<file path="src/rtl/nts_pkg.sv">
package nts_pkg;

   typedef enum logic [2:0] {
      PH_IDLE  = 3'd0,
      PH_SETUP = 3'd1,
      PH_PULSE = 3'd2,
      PH_HOLD  = 3'd3,
      PH_WAIT  = 3'd4
   } phase_t;

   typedef enum logic [1:0] {
      K_WRITE = 2'b00,
      K_READ  = 2'b01,
      K_CMD   = 2'b10,
      K_ADDR  = 2'b11
   } kind_t;

   // nibble slot order inside one half of the timing word
   localparam int SLOT_SETUP = 0;
   localparam int SLOT_HOLD  = 1;
   localparam int SLOT_PULSE = 2;
   localparam int SLOT_RDLY  = 3;
   localparam int SLOTS_PER_DIR = 4;

endpackage

</file>
<file path="src/rtl/nts_field_sel.sv">
module nts_field_sel
   import nts_pkg::*;
#(
   parameter int FIELD_W = 4
) (
   input  logic [2*SLOTS_PER_DIR*FIELD_W-1:0] word,
   input  logic                               is_read,
   output logic [FIELD_W-1:0]                 f_setup,
   output logic [FIELD_W-1:0]                 f_pulse,
   output logic [FIELD_W-1:0]                 f_hold,
   output logic [FIELD_W-1:0]                 f_rdly
);
   localparam int NFIELDS = 2 * SLOTS_PER_DIR;

   logic [FIELD_W-1:0] fld [NFIELDS];

   genvar g;
   generate
      for (g = 0; g < NFIELDS; g++) begin : g_unpack
         assign fld[g] = word[g*FIELD_W +: FIELD_W];
      end
   endgenerate

   // read nibbles occupy the low half, write nibbles the high half
   always_comb begin
      if (is_read) begin
         f_setup = fld[SLOT_SETUP];
         f_hold  = fld[SLOT_HOLD];
         f_pulse = fld[SLOT_PULSE];
         f_rdly  = fld[SLOT_RDLY];
      end else begin
         f_setup = fld[SLOTS_PER_DIR + SLOT_SETUP];
         f_hold  = fld[SLOTS_PER_DIR + SLOT_HOLD];
         f_pulse = fld[SLOTS_PER_DIR + SLOT_PULSE];
         f_rdly  = fld[SLOTS_PER_DIR + SLOT_RDLY];
      end
   end

endmodule

</file>
<file path="src/rtl/nts_phase_ctrl.sv">
module nts_phase_ctrl
   import nts_pkg::*;
#(
   parameter int FIELD_W = 4,
   parameter int DQ_W    = 8
) (
   input  logic               clk,
   input  logic               rst,
   input  logic               req_valid,
   input  logic [1:0]         req_kind,
   input  logic [DQ_W-1:0]    req_wdata,
   input  logic               req_wait_rdy,
   input  logic [FIELD_W-1:0] f_setup,
   input  logic [FIELD_W-1:0] f_pulse,
   input  logic [FIELD_W-1:0] f_hold,
   input  logic [FIELD_W-1:0] f_rdly,
   input  logic [DQ_W-1:0]    dq_in,
   output phase_t             phase,
   output kind_t              kind,
   output logic [DQ_W-1:0]    wdata,
   output logic [DQ_W-1:0]    rdata,
   output logic               done,
   output logic               busy
);
   // one extra bit so twice the largest delay nibble fits
   localparam int CNT_W = FIELD_W + 1;

   phase_t             phase_q;
   kind_t              kind_q;
   logic [CNT_W-1:0]   cnt_q;
   logic [FIELD_W-1:0] pulse_q;
   logic [FIELD_W-1:0] hold_q;
   logic [FIELD_W-1:0] rdly_q;
   logic               wait_q;
   logic [DQ_W-1:0]    wdata_q;
   logic [DQ_W-1:0]    rdata_q;
   logic               done_q;
   logic               last;

   assign last = (cnt_q == '0);

   always_ff @(posedge clk) begin
      if (rst) begin
         phase_q <= PH_IDLE;
         kind_q  <= K_WRITE;
         cnt_q   <= '0;
         pulse_q <= '0;
         hold_q  <= '0;
         rdly_q  <= '0;
         wait_q  <= 1'b0;
         wdata_q <= '0;
         rdata_q <= '0;
         done_q  <= 1'b0;
      end else begin
         done_q <= 1'b0;
         unique case (phase_q)
            PH_IDLE: begin
               if (req_valid) begin
                  kind_q  <= kind_t'(req_kind);
                  wdata_q <= req_wdata;
                  wait_q  <= req_wait_rdy;
                  pulse_q <= f_pulse;
                  hold_q  <= f_hold;
                  rdly_q  <= f_rdly;
                  cnt_q   <= {1'b0, f_setup};
                  phase_q <= PH_SETUP;
               end
            end
            PH_SETUP: begin
               if (last) begin
                  cnt_q   <= {1'b0, pulse_q};
                  phase_q <= PH_PULSE;
               end else begin
                  cnt_q <= cnt_q - CNT_W'(1);
               end
            end
            PH_PULSE: begin
               if (last) begin
                  if (kind_q == K_READ) begin
                     rdata_q <= dq_in;
                  end
                  cnt_q   <= {1'b0, hold_q};
                  phase_q <= PH_HOLD;
               end else begin
                  cnt_q <= cnt_q - CNT_W'(1);
               end
            end
            PH_HOLD: begin
               if (last) begin
                  if (wait_q && (rdly_q != '0)) begin
                     cnt_q   <= {rdly_q, 1'b0} - CNT_W'(1);
                     phase_q <= PH_WAIT;
                  end else begin
                     done_q  <= 1'b1;
                     phase_q <= PH_IDLE;
                  end
               end else begin
                  cnt_q <= cnt_q - CNT_W'(1);
               end
            end
            PH_WAIT: begin
               if (last) begin
                  done_q  <= 1'b1;
                  phase_q <= PH_IDLE;
               end else begin
                  cnt_q <= cnt_q - CNT_W'(1);
               end
            end
            default: phase_q <= PH_IDLE;
         endcase
      end
   end

   assign phase = phase_q;
   assign kind  = kind_q;
   assign wdata = wdata_q;
   assign rdata = rdata_q;
   assign done  = done_q;
   assign busy  = (phase_q != PH_IDLE);

endmodule

</file>
<file path="src/rtl/nts_bus_drive.sv">
module nts_bus_drive
   import nts_pkg::*;
#(
   parameter int DQ_W = 8
) (
   input  logic            clk,
   input  logic            rst,
   input  phase_t          phase,
   input  kind_t           kind,
   input  logic [DQ_W-1:0] wdata,
   input  logic            force_ce,
   output logic            ce_n,
   output logic            cle,
   output logic            ale,
   output logic            we_n,
   output logic            re_n,
   output logic [DQ_W-1:0] dq_out,
   output logic            dq_oe
);
   logic on_bus;
   logic is_rd;
   logic ce_n_q;

   // bus lines stay valid through setup, pulse and hold, not during the wait
   assign on_bus = (phase == PH_SETUP) || (phase == PH_PULSE) || (phase == PH_HOLD);
   assign is_rd  = (kind == K_READ);

   assign cle    = on_bus && (kind == K_CMD);
   assign ale    = on_bus && (kind == K_ADDR);
   assign dq_oe  = on_bus && !is_rd;
   assign dq_out = dq_oe ? wdata : '0;
   assign we_n   = !((phase == PH_PULSE) && !is_rd);
   assign re_n   = !((phase == PH_PULSE) && is_rd);

   always_ff @(posedge clk) begin
      if (rst) begin
         ce_n_q <= 1'b1;
      end else begin
         ce_n_q <= !force_ce;
      end
   end

   assign ce_n = ce_n_q;

endmodule

</file>
<file path="src/rtl/nts_rb_sync.sv">
module nts_rb_sync #(
   parameter int STAGES = 2
) (
   input  logic clk,
   input  logic rst,
   input  logic pin,
   output logic level
);
   logic [STAGES-1:0] chain_q;

   genvar g;
   generate
      for (g = 0; g < STAGES; g++) begin : g_stage
         if (g == 0) begin : g_first
            always_ff @(posedge clk) begin
               if (rst) chain_q[0] <= 1'b0;
               else     chain_q[0] <= pin;
            end
         end else begin : g_next
            always_ff @(posedge clk) begin
               if (rst) chain_q[g] <= 1'b0;
               else     chain_q[g] <= chain_q[g-1];
            end
         end
      end
   endgenerate

   assign level = chain_q[STAGES-1];

endmodule

</file>
<file path="src/rtl/nand_timing_seq.sv">
module nand_timing_seq
   import nts_pkg::*;
#(
   parameter int FIELD_W     = 4,
   parameter int DQ_W        = 8,
   parameter int SYNC_STAGES = 2,
   localparam int TW_W       = 2 * SLOTS_PER_DIR * FIELD_W
) (
   input  logic            clk,
   input  logic            rst,
   input  logic            req_valid,
   input  logic [1:0]      req_kind,
   input  logic [DQ_W-1:0] req_wdata,
   input  logic            req_wait_rdy,
   input  logic [TW_W-1:0] timing_word,
   input  logic            force_ce,
   output logic            busy,
   output logic            done,
   output logic [DQ_W-1:0] rd_data,
   output logic            ready_stat,
   output logic            nand_ce_n,
   output logic            nand_cle,
   output logic            nand_ale,
   output logic            nand_we_n,
   output logic            nand_re_n,
   output logic [DQ_W-1:0] nand_dq_out,
   output logic            nand_dq_oe,
   input  logic [DQ_W-1:0] nand_dq_in,
   input  logic            nand_rb
);

   generate
      if (DQ_W != 8) begin : g_bad_width
         $error("nand_timing_seq: only an 8-bit device bus is supported");
      end
      if (FIELD_W < 1) begin : g_bad_field
         $error("nand_timing_seq: FIELD_W must be at least 1");
      end
      if (SYNC_STAGES < 2) begin : g_bad_sync
         $error("nand_timing_seq: SYNC_STAGES must be at least 2");
      end
   endgenerate

   logic [FIELD_W-1:0] f_setup;
   logic [FIELD_W-1:0] f_pulse;
   logic [FIELD_W-1:0] f_hold;
   logic [FIELD_W-1:0] f_rdly;
   phase_t             phase;
   kind_t              kind;
   logic [DQ_W-1:0]    wdata;

   nts_field_sel #(.FIELD_W(FIELD_W)) u_fsel (
      .word    (timing_word),
      .is_read (req_kind == K_READ),
      .f_setup (f_setup),
      .f_pulse (f_pulse),
      .f_hold  (f_hold),
      .f_rdly  (f_rdly)
   );

   nts_phase_ctrl #(.FIELD_W(FIELD_W), .DQ_W(DQ_W)) u_ctrl (
      .clk          (clk),
      .rst          (rst),
      .req_valid    (req_valid),
      .req_kind     (req_kind),
      .req_wdata    (req_wdata),
      .req_wait_rdy (req_wait_rdy),
      .f_setup      (f_setup),
      .f_pulse      (f_pulse),
      .f_hold       (f_hold),
      .f_rdly       (f_rdly),
      .dq_in        (nand_dq_in),
      .phase        (phase),
      .kind         (kind),
      .wdata        (wdata),
      .rdata        (rd_data),
      .done         (done),
      .busy         (busy)
   );

   nts_bus_drive #(.DQ_W(DQ_W)) u_bus (
      .clk      (clk),
      .rst      (rst),
      .phase    (phase),
      .kind     (kind),
      .wdata    (wdata),
      .force_ce (force_ce),
      .ce_n     (nand_ce_n),
      .cle      (nand_cle),
      .ale      (nand_ale),
      .we_n     (nand_we_n),
      .re_n     (nand_re_n),
      .dq_out   (nand_dq_out),
      .dq_oe    (nand_dq_oe)
   );

   nts_rb_sync #(.STAGES(SYNC_STAGES)) u_rb (
      .clk   (clk),
      .rst   (rst),
      .pin   (nand_rb),
      .level (ready_stat)
   );

endmodule

</file>
<file path="config.mk">
export PLATFORM = sky130hd
export DESIGN_NAME = nand_timing_seq
export DESIGN_NICKNAME = d
export VERILOG_FILES = /design/src/rtl/nts_pkg.sv /design/src/rtl/nts_field_sel.sv /design/src/rtl/nts_phase_ctrl.sv /design/src/rtl/nts_bus_drive.sv /design/src/rtl/nts_rb_sync.sv /design/src/rtl/nand_timing_seq.sv
export SDC_FILE = /design/constraint.sdc
export NUM_CORES = 1
export LEC_CHECK = 0
export BUFFER_PORTS_ARGS = -buffer_cell sky130_fd_sc_hd__buf_2
export CAP_MARGIN = 20
export CELL_PAD_IN_SITES_DETAIL_PLACEMENT = 0
export CELL_PAD_IN_SITES_GLOBAL_PLACEMENT = 1
export CORE_UTILIZATION = 33
export CTS_CLUSTER_SIZE = 24
export DETAILED_ROUTE_END_ITERATION = 12
export GPL_TIMING_DRIVEN = 0
export MAX_ROUTING_LAYER = met4
export PLACE_DENSITY = 0.77
export RECOVER_POWER = 50
export SLEW_MARGIN = 20
export SYNTH_ARGS = -nofsm -noshare
export SYNTH_HDL_FRONTEND = slang
export SYNTH_SLANG_ARGS = --single-unit
</file>
<file path="constraint.sdc">
create_clock -name clk -period 1.68 [get_ports clk]
set_clock_uncertainty 0.05 [all_clocks]
set_input_delay 0 -clock clk [delete_from_list [all_inputs] [get_ports clk]]
set_output_delay 0 -clock clk [all_outputs]
set_load 0.05 [all_outputs]
</file>
Yosys cells after proc, flatten, opt, wreduce, memory -nomap -nowiden. Index checks and enable logic that the tools add are counted.

Register bits: 43. Input port bits: 56. Output and inout port bits: 25. Word-level logic and storage cells: 74.

$add $sub $neg: 2. Equal/unequal tests: 15. Mux-type cells: 23. Reduce and logical (&&, ||, !) cells: 21.

Operator list (number): two-way mux 5 bit (6); one-hot mux 5 bit (5 select lines) (1); two-way mux 3 bit (6); two-way mux 4 bit (4); one-hot mux 3 bit (5 select lines) (1); inequality test 2 bit (second input constant) (5); subtractor 5 x 1 -> 5 bit (second input constant) (2); two-way mux 8 bit (1); equality test 3 x 2 -> 1 bit (second input constant) (2); logical AND 1 bit (6); logical NOT 5 bit (1); AND reduction 5 bit (1); nonzero test 5 bit (1); equality test 2 x 1 -> 1 bit (second input constant) (2); equality test 2 bit (second input constant) (2); logical NOT 1 bit (4); AND reduction 4 bit (1); nonzero test 4 bit (1); equality test 3 x 1 -> 1 bit (second input constant) (1); equality test 3 bit (second input constant) (1); logical NOT 3 bit (1); two-way mux 1 bit (3); inequality test 3 bit (second input constant) (1); AND reduction 3 bit (1); other kinds (5) (6).

Logic depth before layout (Yosys ltp). Gate-level depths: netlist (run 1).

Word-level depth: 5. Depth in mapped cells: 8. Depth with buffers taken out: 7.

Hierarchy. Synthesis (run 1) repeated with hierarchy kept, for this count alone.

Cell total of the unflattened synthesis: 282. Area total of the unflattened synthesis: 2429.8 µm².

Modules (own cells, without submodules): nts_phase_ctrl (times used 1, cells an instance 237, area an instance 1900.6 µm², sequential area each 800.8 µm²); nts_field_sel (times used 1, cells an instance 18, area an instance 249.0 µm², sequential area each 0.0 µm²); nts_bus_drive (times used 1, cells an instance 22, area an instance 214.0 µm², sequential area each 20.0 µm²); nts_rb_sync (times used 1, cells an instance 4, area an instance 52.6 µm², sequential area each 40.0 µm²); nand_timing_seq (times used 1, cells an instance 1, area an instance 13.8 µm², sequential area each 0.0 µm²).

Worst setup path before layout (run 1). Ideal clock, no wire load.

Path type: reg2out. From: reg u_ctrl.phase_q[0] (netlist: u_ctrl.phase[0]). To: out nand_dq_out[0]. Arrival time: 2.542 ns. Required time: 1.630 ns. Setup slack: -0.912 ns. Cell stages (with the launch flop): 5. Buffers on the path: 1. Cell sequence: dfxtp_1 clkbuf_8 nor2_1 nor3_1 and2_1.

Word-level cells in the longest chain between the ends: 5. Elaborated cells on any way between the ends: 7. Classes of those cells: eq/ne: 3; mux: 1; reduce/logical: 3.

Ends and longest elaborated chain: start: declaration (RTL line nts_phase_ctrl.sv:28) `phase_t phase_q;`; start signal: assignment (RTL line nts_phase_ctrl.sv:44) `phase_q <= PH_IDLE;`; start signal: assignment (RTL line nts_phase_ctrl.sv:66) `phase_q <= PH_SETUP;`; start signal: assignment (RTL line nts_phase_ctrl.sv:72) `phase_q <= PH_PULSE;`; equality test 3 x 1 -> 1 bit or equality test 3 x 2 -> 1 bit (tied branches) (RTL line nts_bus_drive.sv:25) `assign on_bus = (phase == PH_SETUP) || (phase == PH_PULSE) || (phase == PH_HOLD);`; logical OR 1 bit (RTL line nts_bus_drive.sv:25); logical OR 1 bit * (RTL line nts_bus_drive.sv:25); logical AND 1 bit * (RTL line nts_bus_drive.sv:30) `assign dq_oe = on_bus && !is_rd;`; net nand_dq_oe (RTL line nand_timing_seq.sv:27) `output logic nand_dq_oe,`; two-way mux 8 bit * (RTL line nts_bus_drive.sv:31) `assign dq_out = dq_oe ? wdata : '0;`; end: declaration (RTL line nand_timing_seq.sv:26) `output logic [DQ_W-1:0] nand_dq_out,`.

The timed path passes the listed nets; every way through them passes the cells marked *.

Worst setup path after layout (run 1).
From: reg u_ctrl.cnt_q[0]. To: reg u_ctrl.cnt_q[0].

Word-level cells in the longest chain between the ends: 3. Elaborated cells on any way between the ends: 10. Classes of those cells: add/sub: 1; eq/ne: 2; mux: 5; reduce/logical: 2.

Ends and longest elaborated chain: start: declaration (RTL line nts_phase_ctrl.sv:30) `logic [CNT_W-1:0] cnt_q;`; start signal: assignment (RTL line nts_phase_ctrl.sv:65) `cnt_q <= {1'b0, f_setup};`; start signal: assignment (RTL line nts_phase_ctrl.sv:71) `cnt_q <= {1'b0, pulse_q};`; start signal: assignment (RTL line nts_phase_ctrl.sv:74) `cnt_q <= cnt_q - CNT_W'(1);`; subtractor 5 x 1 -> 5 bit or logical NOT 5 bit (tied branches); two-way mux 5 bit (tied with other cells) (RTL line nts_phase_ctrl.sv:102) `if (last) begin`; one-hot mux 5 bit (5 select lines) or AND reduction 4 bit (tied branches).

Several ways; a longest one is shown, not always the timed one. The select of a mux whose other input is x is not followed. A chain may end at the register's enable or synchronous reset.

==> run_results.csv, run 1 <==
group,metric,value,unit
cts,clock_sinks,43,
placement,dp_hpwl,4580,um
setup_path,critPathRequiredTime,1.82,ns
cts,numCtsBuffers,5,
power_and_ir_drop,peakVddDrop,0.724,mV
run_status,outcome,"finished with violations",
logic_synthesis,ys.flop_type,"dfxtp_1",
routing,drt-met1-wl,2970,um
grt,grt_pass1_vias,2307,
run_status,failed_checks,"setup timing",
logic_synthesis,syn_inst,266,
routing,routed.top_layer,"met4",
logic_synthesis,yosys_warnings,0,
logic_synthesis,synth.distinct_cells,52,
final_layout,antennaDiodeCount,0,
final_layout,final_util,51.1,%
logic_synthesis,synth_edf_count,0,
routing,drc,0,
cts,htree_levels,2,
placement,globalplace.congestion,0.769,
cts,clk_latency,0.30,ns
cts,clk_pin_slew,0.09,ns
timing,setup_ws,-0.238,ns
timing,fmax,0.522,GHz
floorplan,die_h,86.1,um
timing,setup_viol,37,
power_and_ir_drop,power.total,0.00494,W
logic_synthesis,async_reset_ff_share,0,%
floorplan,start_util,34.3,%
timing,rsz0062_at_grt,"true",
setup_path,cp.arrival,2.06,ns
setup_path,crit_path_end_kind,"flop",
logic_synthesis,syn_area,2330,um^2
logic_synthesis,ys_seq_area_share,36.9,%
routing,post_drt_wl_per_cell,13.7,um
routing,drt-vias-per-instance,4.84,
setup_path,critPathBufInv,2,
final_layout,layout_common_cells,"buf_2 (59), dfxtp_1 (38), nor2_1 (33), dlygate4sd3_1 (31), nand2_1 (27)",
floorplan,fp.dieArea,7410,um^2
setup_path,path_delay_family,"simple AND/OR/NAND/NOR gates",
cts,ctsLongestPathBuffers,2,
timing,worst_pin_slew,0.621,ns
cts,tritoncts,"done",
floorplan,core,6790,um^2
setup_path,crit_chain,"inv_2 -> ha_4 -> or4b_4 -> buf_6 -> a211oi_4 -> nor2_1 -> a21oi_2 -> o32ai_1",
power_and_ir_drop,power_density,1420,nW/um^2
grt,antenna_found_initial,0,
final_layout,multi_input_area,1370,um^2
grt,grt_pass1_wl,10600,um
routing,routed_wl,6710,um
cts,clock-root-buffer,"clkbuf_8",
routing,dr_wl_met2,3470,um
routing,dr_total_vias,2366,
routing,first_iter_violations,85,
final_layout,final_common_cell,"buf_2",
final_layout,final_net_count,451,
setup_path,cpPeakStageDelay,0.47,ns
timing,timing.slew.headroom,58.8,%
timing,hold_violations,0,
routing,drtAntennaViolNets,0,
routing,dr.pass1.iters,4,
routing,dr_wl_met3,199,um
grt,overflow,0,
final_layout,regArea,870,um^2
setup_path,critical_path_class,"flop to flop",
setup_path,critical_path.max_fanout,10,
timing,fin_crit_sh,114,%
floorplan,num_io_pins,81,
power_and_ir_drop,power_leakage,1.48,nW
timing,timing.final.crit_period,1.92,ns
setup_path,start_kind,"flop",
min_path,hold_path.class,"input port to flop",
logic_synthesis,avgSynthCellArea,8.77,um^2
logic_synthesis,synth_fp_nets,325,
grt,gr-usage-all-layers,18.8,%
logic_synthesis,synth_seq_cells,43,
timing,maxSlewViolCount,0,
setup_path,slowest_stage,"or4b_4",
floorplan,num_rows,30,
final_layout,n_fill_cell,657,
job,maxCapViolCount,0,
final_layout,drive_above_1_share,35.4,%
placement,portBuffers,79,
grt,grt_max_degree,15,
final_layout,syn_to_final_growth,48.7,%
floorplan,dieWidth,86.1,um
==> area by class of cell <==
class | instances | area share [%]
Clock inverter | 3 | 1.26
Clock buffer | 5 | 1.98
Tap cell | 96 | 3.46
Timing Repair Buffer | 119 | 23.5
Sequential cell | 43 | 25.1
Buffer | 18 | 4.36
Multi-Input combinational cell | 197 | 39.5
Inverter | 8 | 0.865
==> power by group <==
| group | internal, W | switching (W) |
|---|---|---|
| registers | 0.00123 | 0.000149 |
| logic | 0.00122 | 0.00151 |
| clock network | 0.000443 | 0.000381 |
==> worst paths after layout <==
| path | start | to | slack [ns] | depth (start not counted) |
|---|---|---|---|---|
| worst max register to register | u_ctrl.cnt_q[0]$_SDFFE_PP0P_ | u_ctrl.cnt_q[0]$_SDFFE_PP0P_ | -0.24 | 8 |
| worst min register to register | u_ctrl.wdata[2]$_SDFFE_PP0P_ | u_ctrl.wdata[2]$_SDFFE_PP0P_ | 0.40 | 2 |
| worst min-delay path | timing_word[26] | u_ctrl.pulse_q[2]$_SDFFE_PP0P_ | 0.004 | 3 |
| worst max-delay path | u_ctrl.cnt_q[0]$_SDFFE_PP0P_ | u_ctrl.cnt_q[0]$_SDFFE_PP0P_ | -0.24 | 8 |
==> Yosys cell counts (2+ instances only) <==
cell      count  share of area, %
nor4_1        2              0.54
ha_1          3               1.6
clkbuf_8      5               2.9
dfxtp_1      43                37
nor2b_1       6               1.6
o21a_1        2              0.64
nand2_1      27               4.3
nor3_1        7               1.5
and2_1        9               2.4
o31ai_1       2              0.64
buf_2         4              0.86
a211oi_1     14               4.5
a21oi_1      19               4.1
inv_1         8               1.3
a32oi_1       2              0.75
o21ai_0       4              0.86
buf_6         2              0.97
nand2b_1      3              0.80
clkbuf_1      7               1.1
nand3_2       2              0.86
xnor2_1       3               1.1
or3_1         2              0.54
mux2i_1      24                10
nor2_1       35               5.6
o211ai_1      2              0.64
a31oi_1       2              0.54
nor3_2        2              0.86
==> metrics by stage <==
stage / hold WS [ns] / setup TNS (ns) / worst slack, ns / area [um^2] / cells
finish: 0.00445 / -3.55 / -0.238 / 3470 / 489
global placement: 0.120 / -4.26 / -0.281 / 2880 / 441
detailed placement: 0.128 / -4.98 / -0.323 / 2880 / 441
global route: 0.00346 / -6.99 / -0.303 / 3470 / 489
floorplan: 0.0230 / -0.306 / -0.0878 / 2370 / 266
CTS: 0.00676 / -1.42 / -0.207 / 3420 / 487
==> sequential cells by signal (all words and copies together) (netlist names) <==
register / flops
u_ctrl.cnt_q: 5
u_ctrl.phase: 3
u_ctrl.rdly_q: 4
u_ctrl.hold_q: 4
u_rb.level: 1
u_ctrl.rdata: 8
u_rb.chain_q: 1
u_ctrl.kind: 2
u_ctrl.pulse_q: 4
u_ctrl.wait_q: 1
u_ctrl.done: 1
u_ctrl.wdata: 8
u_bus.ce_n: 1
==> layer usage <==
| layer | track usage, % | vias up |
|---|---|---|
| met3 | 3.18 | 11 |
| met1 | 21.9 | 1120 |
| met5 | - | - |
| met2 | 33.3 | 54 |
| li1 | - | 1181 |
| met4 | 5.00 | 0 |
==> cells by family after synthesis <==
family                   Yosys count  share of synthesized area [%]
AO/OA/AOI/OAI                     62                           19.4
XOR/XNOR                           3                           1.13
adder cells (fa/ha/maj)            3                           1.61
buffers and inverters             26                           7.19
flip-flops                        43                           36.9
multiplexers                      24                           10.3
AND/OR/NAND/NOR                  105                           23.5
==> worst reg2reg max path, delay by kind of cell, from the launching register on <==
kind / cells / cell delay, ns
DFF: 1 / 0.33
buffers and inverters: 2 / 0.23
AOI/OAI and AO/OA: 3 / 0.47
adders and majority gates: 1 / 0.15
and+or+nand+nor: 2 / 0.57
==> what timing repair did <==
item,CTS,global route
pin swaps,7,4
gates resized for setup,21,20
hold buffers,31,0
endpoints found under the hold margin,26,0
setup buffers,7,2
setup endpoints to repair,50,36
cloned,0,0
Power figures use the tool's default switching activity.
==> inputs of run 2 (changes only) <==
RECOVER_POWER = not set   (was 50)
==> run_results.csv, run 2 (same netlist as run 1, synthesis figures left out) <==
group,metric,value,unit
setup_path,rr_startpoint,"u_ctrl.cnt_q[0]$_SDFFE_PP0P_",
setup_path,critical_path_class,"flop to flop",
setup_path,cp.arrival,2.06,ns
grt,grt_pass1_vias,2307,
placement,dp_hpwl,4580,um
timing,tns,-1.69,ns
routing,drc,0,
setup_path,start_kind,"flop",
timing,rsz0062_at_grt,"true",
power_and_ir_drop,peakVddDrop,0.724,mV
final_layout,drive_above_1_share,38.4,%
floorplan,start_util,34.3,%
min_path,worstHoldEndpoint,"u_ctrl.pulse_q[2]$_SDFFE_PP0P_",
final_layout,final_common_cell,"buf_2",
final_layout,layout_common_cells,"buf_2 (70), dfxtp_1 (38), nor2_1 (33), dlygate4sd3_1 (31), nand2_1 (27)",
routing,dr.pass1.iters,4,
final_layout,final_cells,489,
timing,setup_ws,-0.238,ns
placement,globalplace.congestion,0.769,
placement,portBuffers,79,
setup_path,ff2ff_setup_slack,-0.24,ns
cts,numCtsBuffers,5,
routing,drt-vias-per-instance,4.85,
routing,first_iter_violations,119,
cts,clock-root-buffer,"clkbuf_8",
cts,tritoncts,"done",
grt,overflow,0,
final_layout,multi_input_area,1380,um^2
grt,gr-usage-all-layers,18.8,%
timing,whs,0.00380,ns
timing,hold_violations,0,
final_layout,syn_to_final_growth,49.8,%
cts,clk_pin_slew,0.09,ns
setup_path,critical_path.max_fanout,10,
setup_path,worstReg2RegEnd,"u_ctrl.cnt_q[0]$_SDFFE_PP0P_",
min_path,hold_path.class,"input port to flop",
timing,fin_crit_sh,114,%
timing,timing.final.crit_period,1.92,ns
floorplan,die_h,86.1,um
run_status,failed_checks,"setup timing",
routing,post_drt_wl_per_cell,13.7,um
timing,worst_pin_slew,0.516,ns
routing,drtAntennaViolNets,0,
final_layout,regArea,870,um^2
min_path,hold_path_depth,3,
setup_path,reg2regPathDepth,8,
power_and_ir_drop,power_density,1420,nW/um^2
floorplan,dieWidth,86.1,um
grt,grt_pass1_wl,10600,um
floorplan,fp.dieArea,7410,um^2
routing,routed_wl,6710,um
timing,maxSlewViolCount,0,
setup_path,crit_path_end_kind,"flop",
setup_path,critPathRequiredTime,1.82,ns
cts,htree_levels,2,
run_status,outcome,"finished with violations",
floorplan,num_rows,30,
cts,clock_sinks,43,
final_layout,final_net_count,451,
cts,ctsLongestPathBuffers,2,
cts,clk_latency,0.30,ns
floorplan,num_io_pins,81,
placement,place_inst,441,
min_path,hp-start,"timing_word[26]",
final_layout,antennaDiodeCount,0,
grt,grt_max_degree,15,
job,maxCapViolCount,0,
timing,setup_viol,14,
power_and_ir_drop,power_leakage,1.53,nW
timing,timing.slew.headroom,65.6,%
routing,dr_total_vias,2374,
floorplan,core,6790,um^2
timing,fmax,0.521,GHz
grt,antenna_found_initial,0,
final_layout,n_fill_cell,648,
[run 2: cell count changes in the layout (fill, tap and decap cells not counted)]
| cell | delta |
|---|---|
| buf_2 | +11 |
| nor3_1 | -1 |
| clkbuf_1 | -11 |
| nor3_4 | +1 |
[run 2: per-layer routing]
layer  wire (um)  track usage, %  vias up
met5           0               -        -
met4          64            5.00        0
met3         242            3.18       10
met2        3480            33.3       60
met1        2920            21.9     1122
li1            -               -     1182
[run 2: area by class of cell]
type	count	area share, %
tap	96	3.44
sequential	43	24.9
clock inverter	3	1.25
timing repair buffer	119	23.7
inverter	8	0.859
multi-input combinational	197	39.6
buffer	18	4.33
clock buffer	5	1.97
[run 2: worst max-delay path by stage]
stage	end	slack, ns	start
finish	u_ctrl.cnt_q[0]$_SDFFE_PP0P_	-0.24	u_ctrl.cnt_q[0]$_SDFFE_PP0P_
global placement	u_ctrl.cnt_q[1]$_SDFFE_PP0P_	-0.28	u_ctrl.cnt_q[1]$_SDFFE_PP0P_
CTS	u_ctrl.cnt_q[0]$_SDFFE_PP0P_	-0.21	u_ctrl.cnt_q[0]$_SDFFE_PP0P_
floorplan	nand_dq_out[0]	-0.09	u_ctrl.phase[0]$_SDFFE_PP0P_
global route	u_ctrl.cnt_q[4]$_SDFFE_PP0P_	-0.30	u_ctrl.cnt_q[0]$_SDFFE_PP0P_
detailed placement	u_ctrl.cnt_q[1]$_SDFFE_PP0P_	-0.32	u_ctrl.cnt_q[1]$_SDFFE_PP0P_
[run 2: through the flow]
stage,total power (W),utilization [%],setup WS [ns],instance area (um^2)
5_1_grt,0.00527,51.4,-0.303,3490
2_1_floorplan,0.00317,-,-0.0878,2370
4_1_cts,0.00484,50.3,-0.207,3420
6_report,0.00496,51.4,-0.238,3490
3_5_place_dp,0.00371,42.4,-0.323,2880
3_3_place_gp,0.00369,42.4,-0.281,2880
[run 2: critical path, stage by stage (launching register included)]
cell and delay, ns:
dfxtp_2 0.33, inv_2 0.07, ha_4 0.15, or4b_4 0.47
buf_6 0.16, a211oi_4 0.23, nor2_1 0.10, a21oi_2 0.15
o32ai_1 0.09
[run 2: timing repair]
action	4_1_cts	5_1_grt
setup endpoints to repair	50	36
cloned	0	0
pin swaps	7	4
hold endpoints to repair	26	0
gates resized for setup	21	20
hold buffers	31	0
setup buffers	7	2
[run 2: where the power goes]
part           internal [W]  switching (W)  total, W
sequential          0.00123       0.000159   0.00139
clock              0.000443       0.000381  0.000824
combinational       0.00124        0.00151   0.00275
